File: config.mk
export PLATFORM = sky130hd
export DESIGN_NAME = dep_issue_check
export DESIGN_NICKNAME = d
export VERILOG_FILES = /design/src/rtl/dep_chk_pkg.sv /design/src/rtl/dep_src_match.sv /design/src/rtl/dep_youngest_pick.sv /design/src/rtl/dep_prefix_enc.sv /design/src/rtl/dep_issue_check.sv
export SDC_FILE = /design/constraint.sdc
export NUM_CORES = 1
export LEC_CHECK = 0
export BUFFER_PORTS_ARGS = -buffer_cell sky130_fd_sc_hd__buf_4
export CAP_MARGIN = 30
export CORE_MARGIN = 10
export CORE_UTILIZATION = 35
export DETAILED_ROUTE_END_ITERATION = 8
export GPL_TIMING_DRIVEN = 0
export PLACE_DENSITY_LB_ADDON = 0.2
export SYNTH_ARGS = -nofsm -noshare
export SYNTH_HDL_FRONTEND = slang
export SYNTH_SLANG_ARGS = --single-unit
File: constraint.sdc
create_clock -name vclk -period 2.47
set_clock_uncertainty 0.2 [all_clocks]
set_input_delay 0.494 -clock vclk [all_inputs]
set_output_delay 0.494 -clock vclk [all_outputs]
set_load 0.1 [all_outputs]
File: src/rtl/dep_chk_pkg.sv
package dep_chk_pkg;
  parameter int unsigned DEP_GROUP_N = 4;
  parameter int unsigned DEP_REG_W   = 6;
endpackage

File: src/rtl/dep_src_match.sv
// Compares one source of slot IDX against the destinations of all older slots.
module dep_src_match #(
  parameter int unsigned N   = 4,
  parameter int unsigned W   = 6,
  parameter int unsigned IDX = 0
) (
  input  logic [W-1:0]   src,
  input  logic           src_ok,
  input  logic [N*W-1:0] dst,
  input  logic [N-1:0]   dst_ok,
  output logic [N-1:0]   hit_vec
);
  for (genvar j = 0; j < N; j++) begin : g_cmp
    if (j < IDX) begin : g_older
      assign hit_vec[j] = src_ok & dst_ok[j] & (dst[j*W +: W] == src);
    end else begin : g_none
      assign hit_vec[j] = 1'b0;
    end
  end
endmodule

File: src/rtl/dep_youngest_pick.sv
// Keeps only the highest set bit (youngest older slot).
module dep_youngest_pick #(
  parameter int unsigned N = 4
) (
  input  logic [N-1:0] match_vec,
  output logic [N-1:0] pick_vec
);
  always_comb begin
    pick_vec = '0;
    for (int j = 0; j < N; j++) begin
      if (match_vec[j]) begin
        pick_vec    = '0;
        pick_vec[j] = 1'b1;
      end
    end
  end
endmodule

File: src/rtl/dep_prefix_enc.sv
// Index of the lowest set bit, or N when none is set.
module dep_prefix_enc #(
  parameter int unsigned N  = 4,
  parameter int unsigned CW = 3
) (
  input  logic [N-1:0]  hit,
  output logic [CW-1:0] count
);
  always_comb begin
    count = CW'(N);
    for (int i = N - 1; i >= 0; i--) begin
      if (hit[i]) count = CW'(i);
    end
  end
endmodule

File: src/rtl/dep_issue_check.sv
module dep_issue_check
  import dep_chk_pkg::*;
#(
  parameter int unsigned N  = DEP_GROUP_N,
  parameter int unsigned W  = DEP_REG_W,
  localparam int unsigned CW = $clog2(N + 1)
) (
  input  logic [N-1:0]   inst_vld,
  input  logic [N*W-1:0] src_a,
  input  logic [N-1:0]   src_a_vld,
  input  logic [N*W-1:0] src_b,
  input  logic [N-1:0]   src_b_vld,
  input  logic [N*W-1:0] dst,
  input  logic [N-1:0]   dst_vld,
  output logic [N-1:0]   hazard,
  output logic [N*N-1:0] producer,
  output logic [CW-1:0]  issue_cnt
);
  logic [N-1:0] wr_ok;
  assign wr_ok = inst_vld & dst_vld;

  for (genvar i = 0; i < N; i++) begin : g_slot
    logic [N-1:0] hit_a, hit_b, hit_any, pick;

    dep_src_match #(.N(N), .W(W), .IDX(i)) u_match_a (
      .src    (src_a[i*W +: W]),
      .src_ok (inst_vld[i] & src_a_vld[i]),
      .dst    (dst),
      .dst_ok (wr_ok),
      .hit_vec(hit_a)
    );

    dep_src_match #(.N(N), .W(W), .IDX(i)) u_match_b (
      .src    (src_b[i*W +: W]),
      .src_ok (inst_vld[i] & src_b_vld[i]),
      .dst    (dst),
      .dst_ok (wr_ok),
      .hit_vec(hit_b)
    );

    assign hit_any = hit_a | hit_b;

    dep_youngest_pick #(.N(N)) u_pick (
      .match_vec(hit_any),
      .pick_vec (pick)
    );

    assign hazard[i]            = |hit_any;
    assign producer[i*N +: N]   = pick;
  end

  dep_prefix_enc #(.N(N), .CW(CW)) u_prefix (
    .hit  (hazard),
    .count(issue_cnt)
  );
endmodule

==> flow_summary.json, run 1 <==
{
  "hp-class": "in2out",
  "die_x_um": 76.7,
  "utilization": 0.817,
  "grt_pass1_vias": 1466,
  "seqPwrFrac": 0,
  "core_area_um2": 3050,
  "layout-drive-gt1-share": 0.628,
  "cp_max_fo": 4,
  "fin_crit_ns": 2.82,
  "avgSynthCellArea_um2": 7.45,
  "setup_ws_ns": -0.349,
  "ioPinCount": 111,
  "viasPerCell": 5.09,
  "synth_top_family_by_area": "XOR/XNOR gates",
  "status": "finished, violations left",
  "grt_usage": 0.142,
  "io_buffers": 73,
  "ir_drop_mv": 0.172,
  "vias": 1441,
  "synthCells": 151,
  "fin_hold_ws_ns": 1.38,
  "nClkBuffers": 0,
  "arrival_ns": 2.13,
  "post-synth-top-area-cell": "xor2_1",
  "drt_first_pass_iters": 4,
  "drv_slew": 0,
  "drt_iter0_drc": 92,
  "maxCapViolCount": 0,
  "seq_cells": 0,
  "powerDensity_nw_per_um2": 188,
  "intPower_w": 0.000206,
  "setup_viol": 10,
  "ant_nets": 0,
  "critPathRequiredTime_ns": 1.78,
  "gr-total-overflow": 0,
  "postCtsHoldBufs": 0,
  "clockPowerShare": 0,
  "synth_area_leaders": "xor2_1 33%, xnor2_1 23%, buf_4 8.0%",
  "wl_per_cell_um": 19.5,
  "hold_violations": 0,
  "synthToLayoutAreaGrowth_pct": 122,
  "yosys-top-cells-count": "43 x xor2_1, 29 x xnor2_1, 13 x nand4_1, 12 x buf_4",
  "nNetsFinal": 329,
  "synth-xor-area-share": 0.561,
  "grt_setup_unrepaired": "yes",
  "num_rows": 20,
  "p_sw_frac": 0.562,
  "route.detailed.drc": 0,
  "synth-adder-area-share": 0,
  "fill_cells": 185,
  "crit_type": "in2out",
  "power_switching_w": 0.000263,
  "violations": "negative setup slack",
  "yosysTopAreaCellShare": 0.335,
  "grt_first_pass_wirelength_mm": 7.12,
  "critPathLaunchType": "primary input",
  "place_ws_ns": -0.419,
  "synth.cell_area_um2": 1120,
  "ys_seq_area_frac": 0,
  "pwr-share-comb": 1.000,
  "dieHeight_um": 76.7,
  "synth_cell_type_count": 25,
  "ys_warn_count": 0,
  "grt_max_degree": 7,
  "synth_compound_area_frac": 0.0612,
  "antenna_found_initial": 0,
  "fmax_mhz": 355,
  "yosysMostFrequentCell": "xor2_1",
  "regArea_um2": 0,
  "synthMuxAreaShare": 0,
  "routed_wl_mm": 5.53,
  "min_period_over_period": 1.14,
  "dieArea_um2": 5880,
  "power.leakage_nw": 1.06,
  "synthSimpleGateAreaFrac": 0.265,
  "end_kind": "output pin",
  "num_antenna_cells": 0,
  "place.gp.congestion": 0.854,
  "dp_hpwl_mm": 3.82,
  "initial_core_util": 0.368
}
-- critical path, stage by stage --
cell    delay, ns
buf_4        0.13
xor2_1       0.23
nor4_2       0.09
a22o_4       0.23
or4b_4       0.54
a31o_4       0.25
buf_12       0.16
-- what timing repair did --
action | CTS | global route
setup buffers | 3 | 3
pin swaps | 14 | 31
resized for setup | 56 | 49
endpoints found under the setup margin | 12 | 11
-- final timing paths --
check	from	end	slack, ns	cells past startpoint
worst max-delay path	src_b[22]	issue_cnt[0]	-0.35	7
worst min-delay path	src_a_vld[1]	hazard[1]	1.38	4
-- power groups by stage --
stage	clock network, W	logic, W	registers (W)
floorplan	0	0.000224	0
CTS	0	0.000396	0
global route	0	0.000489	0
detailed placement	0	0.000355	0
finish	0	0.000469	0
global placement	0	0.000351	0
-- cells by family (layout without fill, tap and decap cells) --
logic type | Yosys count | after routing
XOR/XNOR | 72 | 72
AND/OR/NAND/NOR | 52 | 52
buffers and inverters | 19 | 97
other | 1 | 11
AO/OA/AOI/OAI | 7 | 7
-- per-stage QoR --
step	TNS (ns)	cells	power [W]	cell area (µm²)
2_1_floorplan	-3.72	161	0.000224	1250
3_3_place_gp	-1.63	278	0.000351	1860
3_5_place_dp	-1.90	278	0.000355	1860
4_1_cts	-1.23	281	0.000396	2180
5_1_grt	-2.03	283	0.000489	2490
6_report	-1.60	283	0.000469	2490
-- placed cells by master (no fill, tap or decap), drive strengths merged --
cell type  Yosys  final
buf           18     96
xor2          43     43
xnor2         29     29
nand4         13     13
conb           1     11
nand3          7      7
nor4           7      7
nor3           7      7
nor2           6      6
nand2          4      4
or4            3      3
and2           1      1
o21ai          1      1
and4           1      1
o41a           1      1
clkinvlp       0      1
and3           1      1
a41oi          1      1
a22o           1      1
a22oi          1      1
or4b           1      1
o21ba          1      1
nor3b          1      1
a31o           1      1
-- final cells by class --
cell class	count	area, µm²	area share
Timing Repair Buffer	78	786	0.315
Multi-Input combinational cell	142	1480	0.593
Tap cell	44	55.1	0.0221
Buffer	18	166	0.0667
Inverter	1	7.51	0.00301
-- layer usage --
layer	up-vias	track usage	share of wire
met5	-	0	0
met4	0	0.0112	0.022
met3	17	0.0373	0.078
met2	86	0.273	0.54
met1	667	0.155	0.36
li1	671	-	-
Note: power is estimated with default switching activity, not from simulation.
==> inputs of run 2 (changes only) <==
- clock period: 2.47 -> 3 ns (I/O delays scaled with it)
==> flow_summary.json, run 2 (synthesis results as in run 1) <==
{
  "status": "finished, violations left",
  "violations": "negative setup slack",
  "viasPerCell": 4.82,
  "fmax_mhz": 329,
  "cp_max_fo": 4,
  "total_power_w": 0.000331,
  "die_x_um": 76.7,
  "layout-drive-gt1-share": 0.519,
  "critPathLaunchType": "primary input",
  "fin_tns_setup_ns": -0.0379,
  "dieHeight_um": 76.7,
  "wl_per_cell_um": 16.6,
  "gr-total-overflow": 0,
  "ant_nets": 0,
  "place.gp.congestion": 0.827,
  "routed_wl_mm": 4.66,
  "route.detailed.drc": 0,
  "regArea_um2": 0,
  "core_area_um2": 3050,
  "setup_viol": 1,
  "drt_first_pass_iters": 4,
  "worst_pin_slew_ns": 0.534,
  "hp-class": "in2out",
  "seq_cells": 0,
  "power.leakage_nw": 0.908,
  "grt_setup_unrepaired": "yes",
  "synthToLayoutAreaGrowth_pct": 88.5,
  "crit_type": "in2out",
  "maxCapViolCount": 0,
  "antenna_found_initial": 0,
  "place_ws_ns": -0.0780,
  "fin_crit_ns": 3.04,
  "postCtsHoldBufs": 0,
  "ioPinCount": 111,
  "nClkBuffers": 0,
  "drt_iter0_drc": 78,
  "initial_core_util": 0.368,
  "hold_violations": 0,
  "powerDensity_nw_per_um2": 156,
  "num_antenna_cells": 0,
  "setup_ws_ns": -0.0379,
  "post_dp_cell_area_um2": 1810,
  "final_common_cell": "buf_4",
  "relSlewSlack": 0.639,
  "nNetsFinal": 327,
  "end_kind": "output pin",
  "fin_hold_ws_ns": 1.57,
  "vias": 1355,
  "ir_drop_mv": 0.117,
  "design_area_um2": 2120,
  "num_rows": 20,
  "fill_cells": 254,
  "drv_slew": 0,
  "layout_common_cells": "74 x buf_4, 29 x xor2_1, 29 x xnor2_1",
  "min_period_over_period": 1.01,
  "io_buffers": 73,
  "grt_pass1_vias": 1452,
  "dp_hpwl_mm": 3.89,
  "dieArea_um2": 5880,
  "critPathRequiredTime_ns": 2.20,
  "arrival_ns": 2.24,
  "grt_usage": 0.137,
  "grt_max_degree": 7,
  "grt_first_pass_wirelength_mm": 6.96
}
-- run 2: cell count changes in the layout (fill, tap and decap cells not counted), moves of 3 or more --
cell and change:
nand3_1 +3, buf_8 -3, buf_2 +6, buf_6 -6
buf_12 -8, nor4_4 -3, xnor2_2 -11, xnor2_1 +12
nand3_2 -3, nor4_1 +4, buf_4 +9
-- run 2: repair_timing --
action / in CTS / in global routing
endpoints found under the setup margin: 3 / 3
pin swaps: 11 / 21
resized for setup: 19 / 30
setup buffers: 1 / 2
-- run 2: worst paths after layout --
check / start / end / slack [ns] / cells past startpoint
worst max-delay path: src_b[20] / issue_cnt[0] / -0.04 / 7
worst min-delay path: src_a_vld[1] / hazard[1] / 1.57 / 4
-- run 2: layer usage --
layer	vias up	wire length (µm)	GRT usage
li1	665	-	-
met1	631	1790	0.157
met2	57	2530	0.266
met3	2	302	0.0280
met4	0	29	0
met5	-	0	0
-- run 2: power by group --
group	leakage (nW)	internal (W)	switching, W	total, W
logic	0.908	0.000144	0.000187	0.000331
registers	0	0	0	0
clock network	0	0	0	0
total	0.908	0.000144	0.000187	0.000331
-- run 2: through the flow --
step,utilization,std cells
2_1_floorplan,-,161
3_3_place_gp,0.592,278
3_5_place_dp,0.592,278
4_1_cts,0.625,279
5_1_grt,0.695,281
6_report,0.695,281
-- run 2: critical path: stages --
cell and delay, ns:
buf_4 0.13, xor2_1 0.23, nor4_2 0.08, a22o_4 0.22, or4b_4 0.54, a31o_4 0.28, buf_12 0.16
-- run 2: layout make-up --
type | count | area, µm² | area share
buffer | 18 | 124 | 0.0584
multi-input combinational | 142 | 1280 | 0.604
tap | 44 | 55.1 | 0.0260
timing repair buffer | 76 | 653 | 0.308
inverter | 1 | 7.51 | 0.00354
==> inputs of run 3 (changes only) <==
- ABC_AREA: unset -> 1
- clock period: 3 -> 3.1 ns (I/O delays scaled with it)
==> flow_summary.json, run 3 <==
{
  "drt_iter0_drc": 73,
  "viasPerCell": 4.30,
  "ant_nets": 0,
  "synthToLayoutAreaGrowth_pct": 42.0,
  "powerDensity_nw_per_um2": 142,
  "die_x_um": 88.1,
  "cp_max_fo": 3,
  "cts_resized": 0,
  "dp_hpwl_mm": 5.06,
  "gr-total-overflow": 0,
  "post-synth-top-area-cell": "nand2_1",
  "wl_per_cell_um": 12.1,
  "hp-class": "in2out",
  "critPathLaunchType": "primary input",
  "initial_core_util": 0.367,
  "yosysTopAreaCellShare": 0.296,
  "arrival_ns": 1.95,
  "ir_drop_mv": 0.0718,
  "crit_type": "in2out",
  "critPathMaxStageDelay_ns": 0.29,
  "route.detailed.drc": 0,
  "drv_slew": 0,
  "regArea_um2": 0,
  "num_antenna_cells": 0,
  "layout_common_cells": "127 x nand2_1, 85 x buf_4, 42 x inv_1",
  "dieHeight_um": 88.1,
  "final_common_cell": "nand2_1",
  "post_cts_buffers": 0,
  "fin_cells": 464,
  "place_inst": 464,
  "setup_viol": 0,
  "yosysMostFrequentCell": "nand2_1",
  "fmax_mhz": 361,
  "synth_cell_type_count": 24,
  "layout-drive-gt1-share": 0.320,
  "grt_usage": 0.139,
  "crit_start": "inst_vld[2]",
  "synth_area_leaders": "nand2_1 30%, xnor2_1 13%, nor2_1 10%",
  "cp-endpoint": "issue_cnt[1]",
  "power.leakage_nw": 1.37,
  "nClkBuffers": 0,
  "post_dp_cell_area_um2": 2300,
  "design_area_um2": 2300,
  "min_period_over_period": 0.895,
  "grt_first_pass_wirelength_mm": 9.02,
  "vias": 1994,
  "avgSynthCellArea_um2": 4.93,
  "antenna_found_initial": 0,
  "critPathRequiredTime_ns": 2.28,
  "nNetsFinal": 502,
  "cp_cell_sequence": "buf_4, nand2_1, nor2_1, inv_1, nor2_1, nand2_1, nor2_1, nor2_1, nand3_2, nor2_2, nor2_4, buf_4",
  "synth.cell_area_um2": 1620,
  "cp_common_cell": "nor2_1",
  "multiInputGateArea_um2": 1320,
  "fin_tns_setup_ns": 0,
  "hold_violations": 0,
  "ioPinCount": 111,
  "grt_setup_unrepaired": "no",
  "ys_warn_count": 0,
  "synthCells": 329,
  "place.gp.congestion": 0.865,
  "drt_first_pass_iters": 4,
  "status": "complete, no violations",
  "end_kind": "output pin",
  "fin_crit_ns": 2.77,
  "num_rows": 24,
  "io_buffers": 73,
  "routed_wl_mm": 5.60,
  "yosys-top-cells-count": "128 x nand2_1, 44 x nor2_1, 42 x inv_1, 24 x xnor2_1, 13 x nand3_1",
  "dieArea_um2": 7760,
  "ys_seq_area_frac": 0,
  "postCtsHoldBufs": 0,
  "fin_hold_ws_ns": 1.67,
  "grt_pass1_vias": 1950,
  "maxCapViolCount": 0,
  "core_area_um2": 4410,
  "utilization": 0.522,
  "slowest_stage": "buf_4",
  "fill_cells": 489,
  "grt_max_degree": 9,
  "seq_cells": 0
}
[run 3: cell families (layout without fill, tap and decap cells)]
family,Yosys count,in the layout,synth area share
buf+inv,73,146,0.226
compound gates,5,5,0.0177
other cells,1,11,0.00231
simple gates,217,217,0.576
xor+xnor,33,33,0.178
[run 3: per-stage QoR]
step | setup slack (ns) | total power (W)
2_1_floorplan | -0.390 | 0.000214
4_1_cts | 0.322 | 0.000325
3_5_place_dp | 0.325 | 0.000324
5_1_grt | 0.228 | 0.000358
3_3_place_gp | 0.316 | 0.000321
6_report | 0.327 | 0.000326
[run 3: power by group]
part           total, W  switching [W]  leakage (nW)  internal [W]
Sequential            0              0             0             0
Clock                 0              0             0             0
Combinational  0.000326       0.000195          1.37      0.000131
Total          0.000326       0.000195          1.37      0.000131
[run 3: area by class of cell]
class / instances / share of cell area
inverter: 55 / 0.0908
timing repair buffer: 73 / 0.238
tap: 52 / 0.0283
buffer: 18 / 0.0685
multi-input combinational: 266 / 0.574
[run 3: worst min path at each step]
| stage | cells past startpoint | slack [ns] | to | start |
|---|---|---|---|---|
| 3_3_place_gp | 7 | 1.66 | producer[9] | src_b[12] |
| 5_1_grt | 7 | 1.70 | producer[9] | src_a[12] |
| 2_1_floorplan | 5 | 1.43 | producer[9] | dst[6] |
| 3_5_place_dp | 7 | 1.67 | producer[9] | src_b[12] |
| 6_report | 7 | 1.67 | producer[14] | dst[16] |
| 4_1_cts | 7 | 1.67 | producer[14] | dst[16] |
[run 3: metal layers]
| metal | global-route usage | up-vias | routed length, µm | part of all wire |
|---|---|---|---|---|
| met5 | 0 | - | 0 | 0 |
| met4 | 0.00571 | 0 | 0 | 0 |
| met3 | 0.0344 | 0 | 573 | 0.10 |
| met2 | 0.247 | 73 | 2590 | 0.46 |
| met1 | 0.173 | 816 | 2430 | 0.43 |
| li1 | - | 1105 | - | - |
[run 3: worst max-delay path: cells and delay by family]
family        cells  cell delay (ns)
buf+inv           3             0.45
simple gates      9             0.88
